File: config.mk
export PLATFORM = sky130hd
export DESIGN_NAME = sstx_top
export DESIGN_NICKNAME = d
export VERILOG_FILES = /design/src/rtl/sstx_pkg.sv /design/src/rtl/sstx_baud.sv /design/src/rtl/sstx_sync_edge.sv /design/src/rtl/sstx_frame.sv /design/src/rtl/sstx_top.sv
export SDC_FILE = /design/constraint.sdc
export NUM_CORES = 1
export LEC_CHECK = 0
export BUFFER_PORTS_ARGS = -buffer_cell sky130_fd_sc_hd__buf_2
export CORE_MARGIN = 8
export CORE_UTILIZATION = 45
export DETAILED_ROUTE_END_ITERATION = 10
export PLACE_DENSITY = 0.73
export SLEW_MARGIN = 10
export SYNTH_ARGS = -nofsm -noshare
export SYNTH_HDL_FRONTEND = slang
export SYNTH_HIERARCHICAL = 1
export SYNTH_SLANG_ARGS = --single-unit
File: constraint.sdc
create_clock -name clk -period 2.22 [get_ports clk]
set_input_delay 0.222 -clock clk [delete_from_list [all_inputs] [get_ports clk]]
set_output_delay 0.222 -clock clk [all_outputs]
set_load 0.05 [all_outputs]
File: src/rtl/sstx_pkg.sv
package sstx_pkg;
    localparam int SHIFT_W = 9;
    localparam int CNT_W   = 4;

    typedef enum logic [2:0] {
        ST_IDLE,
        ST_START,
        ST_DATA,
        ST_PARITY,
        ST_STOP
    } tx_state_t;

    function automatic logic [CNT_W-1:0] data_len(input logic [1:0] fmt);
        unique case (fmt)
            2'd0:    data_len = CNT_W'(7);
            2'd1:    data_len = CNT_W'(8);
            default: data_len = CNT_W'(9);
        endcase
    endfunction
endpackage

File: src/rtl/sstx_baud.sv
module sstx_baud #(
    parameter int DIV_W = 8
) (
    input  logic             clk,
    input  logic             rst_n,
    input  logic [DIV_W-1:0] half_div,
    output logic             sclk,
    output logic             rise
);
    logic [DIV_W-1:0] cnt;

    always_ff @(posedge clk) begin
        if (!rst_n) begin
            cnt  <= '0;
            sclk <= 1'b0;
            rise <= 1'b0;
        end else begin
            rise <= 1'b0;
            if (cnt >= half_div) begin
                cnt  <= '0;
                sclk <= ~sclk;
                rise <= ~sclk;
            end else begin
                cnt <= cnt + 1'b1;
            end
        end
    end
endmodule

File: src/rtl/sstx_sync_edge.sv
module sstx_sync_edge #(
    parameter int STAGES = 2
) (
    input  logic clk,
    input  logic rst_n,
    input  logic async_in,
    output logic rise
);
    logic [STAGES:0] sh;

    always_ff @(posedge clk) begin
        if (!rst_n) sh <= '0;
        else        sh <= {sh[STAGES-1:0], async_in};
    end

    assign rise = sh[STAGES-1] & ~sh[STAGES];
endmodule

File: src/rtl/sstx_frame.sv
module sstx_frame
    import sstx_pkg::*;
(
    input  logic       clk,
    input  logic       rst_n,
    input  logic       tick,
    input  logic       wr_en,
    input  logic [7:0] wr_data,
    input  logic       bit9,
    input  logic [1:0] fmt_sel,
    input  logic       par_en,
    input  logic       par_odd,
    input  logic       two_start,
    input  logic       two_stop,
    output logic       txd,
    output logic       tx_empty,
    output logic       tx_busy
);
    tx_state_t          state, state_n;
    logic [7:0]         hold_q;
    logic               hold_full;
    logic [SHIFT_W-1:0] shreg;
    logic [CNT_W-1:0]   cnt;
    logic [CNT_W-1:0]   len_q;
    logic               par_q, par_use_q, stop2_q;

    logic               last_cnt, load;
    logic [SHIFT_W-1:0] load_vec;
    logic               par_calc;

    // Data as it enters the shift register, masked to the chosen width
    always_comb begin
        unique case (fmt_sel)
            2'd0:    load_vec = {2'b00, hold_q[6:0]};
            2'd1:    load_vec = {1'b0, hold_q};
            default: load_vec = {bit9, hold_q};
        endcase
        par_calc = (^load_vec) ^ par_odd;
    end

    assign last_cnt = (cnt == '0);
    assign load     = tick && hold_full &&
                      ((state == ST_IDLE) || ((state == ST_STOP) && last_cnt));

    // State register
    always_ff @(posedge clk) begin
        if (!rst_n) state <= ST_IDLE;
        else        state <= state_n;
    end

    // Transitions
    always_comb begin
        state_n = state;
        unique case (state)
            ST_IDLE:   if (load) state_n = ST_START;
            ST_START:  if (tick && last_cnt) state_n = ST_DATA;
            ST_DATA:   if (tick && last_cnt) state_n = par_use_q ? ST_PARITY : ST_STOP;
            ST_PARITY: if (tick) state_n = ST_STOP;
            ST_STOP:   if (tick && last_cnt) state_n = load ? ST_START : ST_IDLE;
            default:   state_n = ST_IDLE;
        endcase
    end

    // Outputs and datapath
    always_ff @(posedge clk) begin
        if (!rst_n) begin
            txd       <= 1'b1;
            hold_q    <= '0;
            hold_full <= 1'b0;
            shreg     <= '0;
            cnt       <= '0;
            len_q     <= '0;
            par_q     <= 1'b0;
            par_use_q <= 1'b0;
            stop2_q   <= 1'b0;
        end else begin
            if (wr_en) begin
                hold_q    <= wr_data;
                hold_full <= 1'b1;
            end else if (load) begin
                hold_full <= 1'b0;
            end

            if (load) begin
                shreg     <= load_vec;
                len_q     <= data_len(fmt_sel);
                par_q     <= par_calc;
                par_use_q <= par_en && (fmt_sel < 2'd2);
                stop2_q   <= two_stop;
                cnt       <= two_start ? CNT_W'(1) : '0;
                txd       <= 1'b0;
            end else if (tick) begin
                unique case (state)
                    ST_START: begin
                        if (!last_cnt) begin
                            cnt <= cnt - 1'b1;
                            txd <= 1'b0;
                        end else begin
                            txd   <= shreg[0];
                            shreg <= shreg >> 1;
                            cnt   <= len_q - 1'b1;
                        end
                    end
                    ST_DATA: begin
                        if (!last_cnt) begin
                            txd   <= shreg[0];
                            shreg <= shreg >> 1;
                            cnt   <= cnt - 1'b1;
                        end else if (par_use_q) begin
                            txd <= par_q;
                        end else begin
                            txd <= 1'b1;
                            cnt <= CNT_W'(stop2_q);
                        end
                    end
                    ST_PARITY: begin
                        txd <= 1'b1;
                        cnt <= CNT_W'(stop2_q);
                    end
                    ST_STOP: begin
                        txd <= 1'b1;
                        if (!last_cnt) cnt <= cnt - 1'b1;
                    end
                    default: txd <= 1'b1;
                endcase
            end
        end
    end

    assign tx_empty = ~hold_full;
    assign tx_busy  = (state != ST_IDLE);
endmodule

File: src/rtl/sstx_top.sv
module sstx_top #(
    parameter int DIV_W       = 8,
    parameter int SYNC_STAGES = 2
) (
    input  logic             clk,
    input  logic             rst_n,
    input  logic             wr_en,
    input  logic [7:0]       wr_data,
    input  logic             bit9,
    input  logic [1:0]       fmt_sel,
    input  logic             par_en,
    input  logic             par_odd,
    input  logic             two_start,
    input  logic             two_stop,
    input  logic             use_int,
    input  logic [DIV_W-1:0] div_val,
    input  logic             sclk_in,
    output logic             sclk_out,
    output logic             sclk_oe,
    output logic             txd,
    output logic             tx_empty,
    output logic             tx_busy
);
    logic int_sclk, int_rise, ext_rise, tick;

    sstx_baud #(.DIV_W(DIV_W)) u_baud (
        .clk      (clk),
        .rst_n    (rst_n),
        .half_div (div_val),
        .sclk     (int_sclk),
        .rise     (int_rise)
    );

    sstx_sync_edge #(.STAGES(SYNC_STAGES)) u_sync (
        .clk      (clk),
        .rst_n    (rst_n),
        .async_in (sclk_in),
        .rise     (ext_rise)
    );

    assign tick     = use_int ? int_rise : ext_rise;
    assign sclk_out = use_int ? int_sclk : 1'b0;
    assign sclk_oe  = use_int;

    sstx_frame u_frame (
        .clk       (clk),
        .rst_n     (rst_n),
        .tick      (tick),
        .wr_en     (wr_en),
        .wr_data   (wr_data),
        .bit9      (bit9),
        .fmt_sel   (fmt_sel),
        .par_en    (par_en),
        .par_odd   (par_odd),
        .two_start (two_start),
        .two_stop  (two_stop),
        .txd       (txd),
        .tx_empty  (tx_empty),
        .tx_busy   (tx_busy)
    );
endmodule

==> run_results.csv <==
group,metric,value,unit
drt,vias,2279,
die,die_h,91.8,µm
finish,areaGrowthSynthToFinish,12.5,%
worst_setup_path,required,2410,ps
global_route,use_met2,21.3,%
synth,ys_ff_latch,45,
sta,rsz0062_at_grt,"false",
global_route,grt.total_usage,13.8,%
drt,drt-pass1-iter-count,4,
die,die_area,8420,µm²
worst_setup_path,crit_type,"flop to flop",
global_route,grt_max_degree,23,
die,design.portCount,33,
synth,yosysSeqAreaShare,34.9,%
power,p_int,0.00117,W
clock_network,cts_setup_buffers,0,
global_route,grt_pass1_wl,9760,µm
clock_network,clk_pin_slew_worst_paths,80,ps
sta,setup_violations,0,
synth,synth_top_family_by_area,"simple AND/OR/NAND/NOR gates",
synth,syn_inst,313,
synth,synth_cell_types,60,
min_path,hold_end,"u_sync/sh[0]",
sta,slew_viol_final,0,
worst_setup_path,cp_top_family,"compound AO/OA/AOI/OAI gates",
worst_setup_path,start_kind,"flop",
synth,synth.mux.area_fraction,4.07,%
die,die_x,91.8,µm
drt,initialDrtViolationCount,183,
synth,synth_compound_gate_area_share,19.0,%
drt,wire_per_inst,13.4,µm
worst_setup_path,rrSetupSlack,210,ps
clock_network,cts_buffers,5,
global_route,met3_usage,2.93,%
finish,nets,386,
placed_design,gp_congestion,0.861,
synth,synth_xor_xnor_area_share,5.43,%
power,swShare,26.8,%
sta,maxSlewHeadroom,67.4,%
worst_setup_path,worstPathMaxFanout,17,
worst_setup_path,r2r-end,"u_frame/shreg[2]",
worst_setup_path,arrival,2200,ps
finish,layoutNonFillerInstCount,418,
power,vdd_drop_max,0.000460,V
global_route,met1_usage,18.2,%
clock_network,clock-sinks,45,
synth,async_flop_share,0,%
global_route,antenna_found_initial,0,
power,p_sw,0.000426,W
worst_setup_path,slowest_delay,400,ps
sta,post-route-min-period,2010,ps
sta,skew,11.2,ps
sta,final.period_utilization,90.4,%
power,power_frac_seq,54.1,%
drt,drtAntennaViolNets,0,
min_path,holdPathStages,2,
synth,synth-edff-count,0,
worst_setup_path,endpoint_kind,"flop",
synth,synth_adder_area_share,6.30,%
die,start_util,46.6,%
drt,vias_per_cell,5.45,
power,p_leak,1.17,nW
worst_setup_path,crit_top_cell,"buf_4",
synth,avgSynthCellArea,8.25,µm²
worst_setup_path,crit_buf_inv,3,
clock_network,clock_latency,290,ps
drt,drc,0,
status,status,"finished, final reports clean",
min_path,hp-class,"primary input to flop",
sta,worst_pin_slew,483,ps
sta,fmax,498,MHz
clock_network,cts_tree,"done",
finish,final_common_cell,"dfxtp_1",
sta,hold_violations,0,
worst_setup_path,timing.rr.start,"u_frame/cnt[0]",
worst_setup_path,rr_worst_depth,8,
global_route,overflow,0,
sta,setup_tns,0,ps
clock_network,cts_max_path_buffers,2,
synth,ys_warn_count,6,
run,maxCapViolCount,0,
power,cellPowerDensity,548,nW/µm²
synth,synth_area,2580,µm²
power,combPwrFrac,15.0,%
finish,n_antenna_cell,0,
placed_design,hpwl,4250,µm
die,core_area,5540,µm²
placed_design,dp_cells,410,
clock_network,htreeDepth,2,
synth,ys.flop_type,"dfxtp_1",
die,rows,27,
global_route,grt_pass1_vias,2161,
finish,mostFrequentLayoutCells,"dfxtp_1 (45), nor2_1 (35), nand2_1 (35)",
global_route,top_usage_layer,"met2",
power,clkPwrFrac,31.0,%
worst_setup_path,path_cells,"inv_1 -> ha_1 -> nor3b_1 -> buf_4 -> and4_1 -> a211o_1 -> buf_4 -> a311oi_1",
drt,wirelength,5610,µm
synth,synthesis.nets,354,
clock_network,ctsHoldBuffers,0,
clock_network,cts_root_buffer,"clkbuf_8",
min_path,worstHoldStart,"sclk_in",
synth,synth-simple-area-share,23.4,%
worst_setup_path,slowest_stage,"dfxtp_1",
finish,drive_gt1_share,18.2,%
placed_design,numPortBuffers,32,
==> layout make-up <==
type	count	area, µm²
Inverter	21	78.8
Fill cell	546	2630
Timing Repair Buffer	43	243
Multi-Input combinational cell	229	1510
Clock inverter	2	15.0
Tap cell	72	90.1
Clock buffer	6	72.6
Sequential cell	45	901
==> what timing repair did <==
action,CTS,global route
endpoints found under the hold margin,0,0
setup endpoints to repair,0,1
resized for setup,0,1
==> layer usage <==
metal / part of all wire (%) / vias to the layer above
met3: 6.1 / 4
met4: 0.91 / 0
li1: - / 1158
met5: 0 / -
met2: 46 / 70
met1: 47 / 1047
==> worst max path at each step <==
| stage | start | depth (start not counted) | to | slack (ps) |
|---|---|---|---|---|
| 3_3_place_gp | u_frame/cnt[0] | 8 | u_frame/state[0] | 260 |
| 3_5_place_dp | u_frame/cnt[0] | 8 | u_frame/state[0] | 170 |
| 6_report | u_frame/cnt[0] | 8 | u_frame/shreg[2] | 210 |
| 5_1_grt | u_frame/cnt[0] | 7 | u_frame/cnt[3] | 60 |
| 4_1_cts | u_frame/cnt[0] | 8 | u_frame/state[0] | 140 |
| 2_1_floorplan | u_frame/cnt[0] | 10 | u_frame/shreg[6] | 320 |
==> metrics by stage <==
stage | utilization [%] | setup slack [ps] | total power, W | hold WS [ps] | area (µm²)
floorplan | - | 320 | 0.00105 | 294 | 2580
global placement | 50.8 | 262 | 0.00111 | 418 | 2820
CTS | 52.4 | 137 | 0.00161 | 126 | 2900
detailed placement | 50.8 | 169 | 0.00112 | 422 | 2820
finish | 52.5 | 212 | 0.00159 | 133 | 2910
global route | 52.5 | 64.3 | 0.00168 | 145 | 2910
==> cell families (layout without fill, tap and decap cells) <==
logic type | count (synthesis) | in the layout
AOI/OAI and AO/OA | 69 | 69
xor gates and xnor gates | 16 | 16
adders and majority gates | 13 | 13
buffers and inverters | 39 | 72
DFF | 45 | 45
muxes | 10 | 10
and+or+nand+nor | 121 | 121
==> Yosys cell counts, drive strengths merged, types with 2 or more instances <==
master	count	area, µm²
buf	13	80.1
xor2	4	35.0
dfxtp	45	901
and4	3	26.3
a311oi	11	115
nand4	2	12.5
nand3	10	50.1
nor2b	3	26.3
a211o	2	18.8
o21ai	20	100
a31oi	2	12.5
nand2	35	131
and2	6	38.8
ha	13	163
nor2	36	138
a211oi	2	15.0
clkbuf	5	18.8
xnor2	12	105
o211ai	3	22.5
nor3b	2	15.0
nor3	4	20.0
mux2i	9	90.1
o22ai	2	12.5
a21oi	15	86.3
nand3b	2	15.0
or3	4	25.0
inv	20	75.1
nand2b	6	40.0
or2b	2	16.3
a221oi	2	17.5
==> power groups by stage <==
stage | sequential (W) | combinational [W] | clock [W]
6_report | 0.000861 | 0.000238 | 0.000493
5_1_grt | 0.000866 | 0.000264 | 0.000547
4_1_cts | 0.000861 | 0.000239 | 0.000509
3_5_place_dp | 0.000880 | 0.000237 | 0
3_3_place_gp | 0.000879 | 0.000233 | 0
2_1_floorplan | 0.000874 | 0.000174 | 0
==> sequential cells by signal (all words and copies together) (netlist names) <==
register / flops
u_frame/par_q: 1
u_baud/rise: 1
u_frame/par_use_q: 1
u_frame/txd: 1
u_frame/len_q: 3
u_frame/cnt: 4
u_frame/state: 3
u_frame/stop2_q: 1
u_baud/sclk: 1
u_baud/cnt: 8
u_frame/hold_full: 1
u_frame/shreg: 9
u_sync/sh: 3
u_frame/hold_q: 8
(Power assumes the default switching activity.)
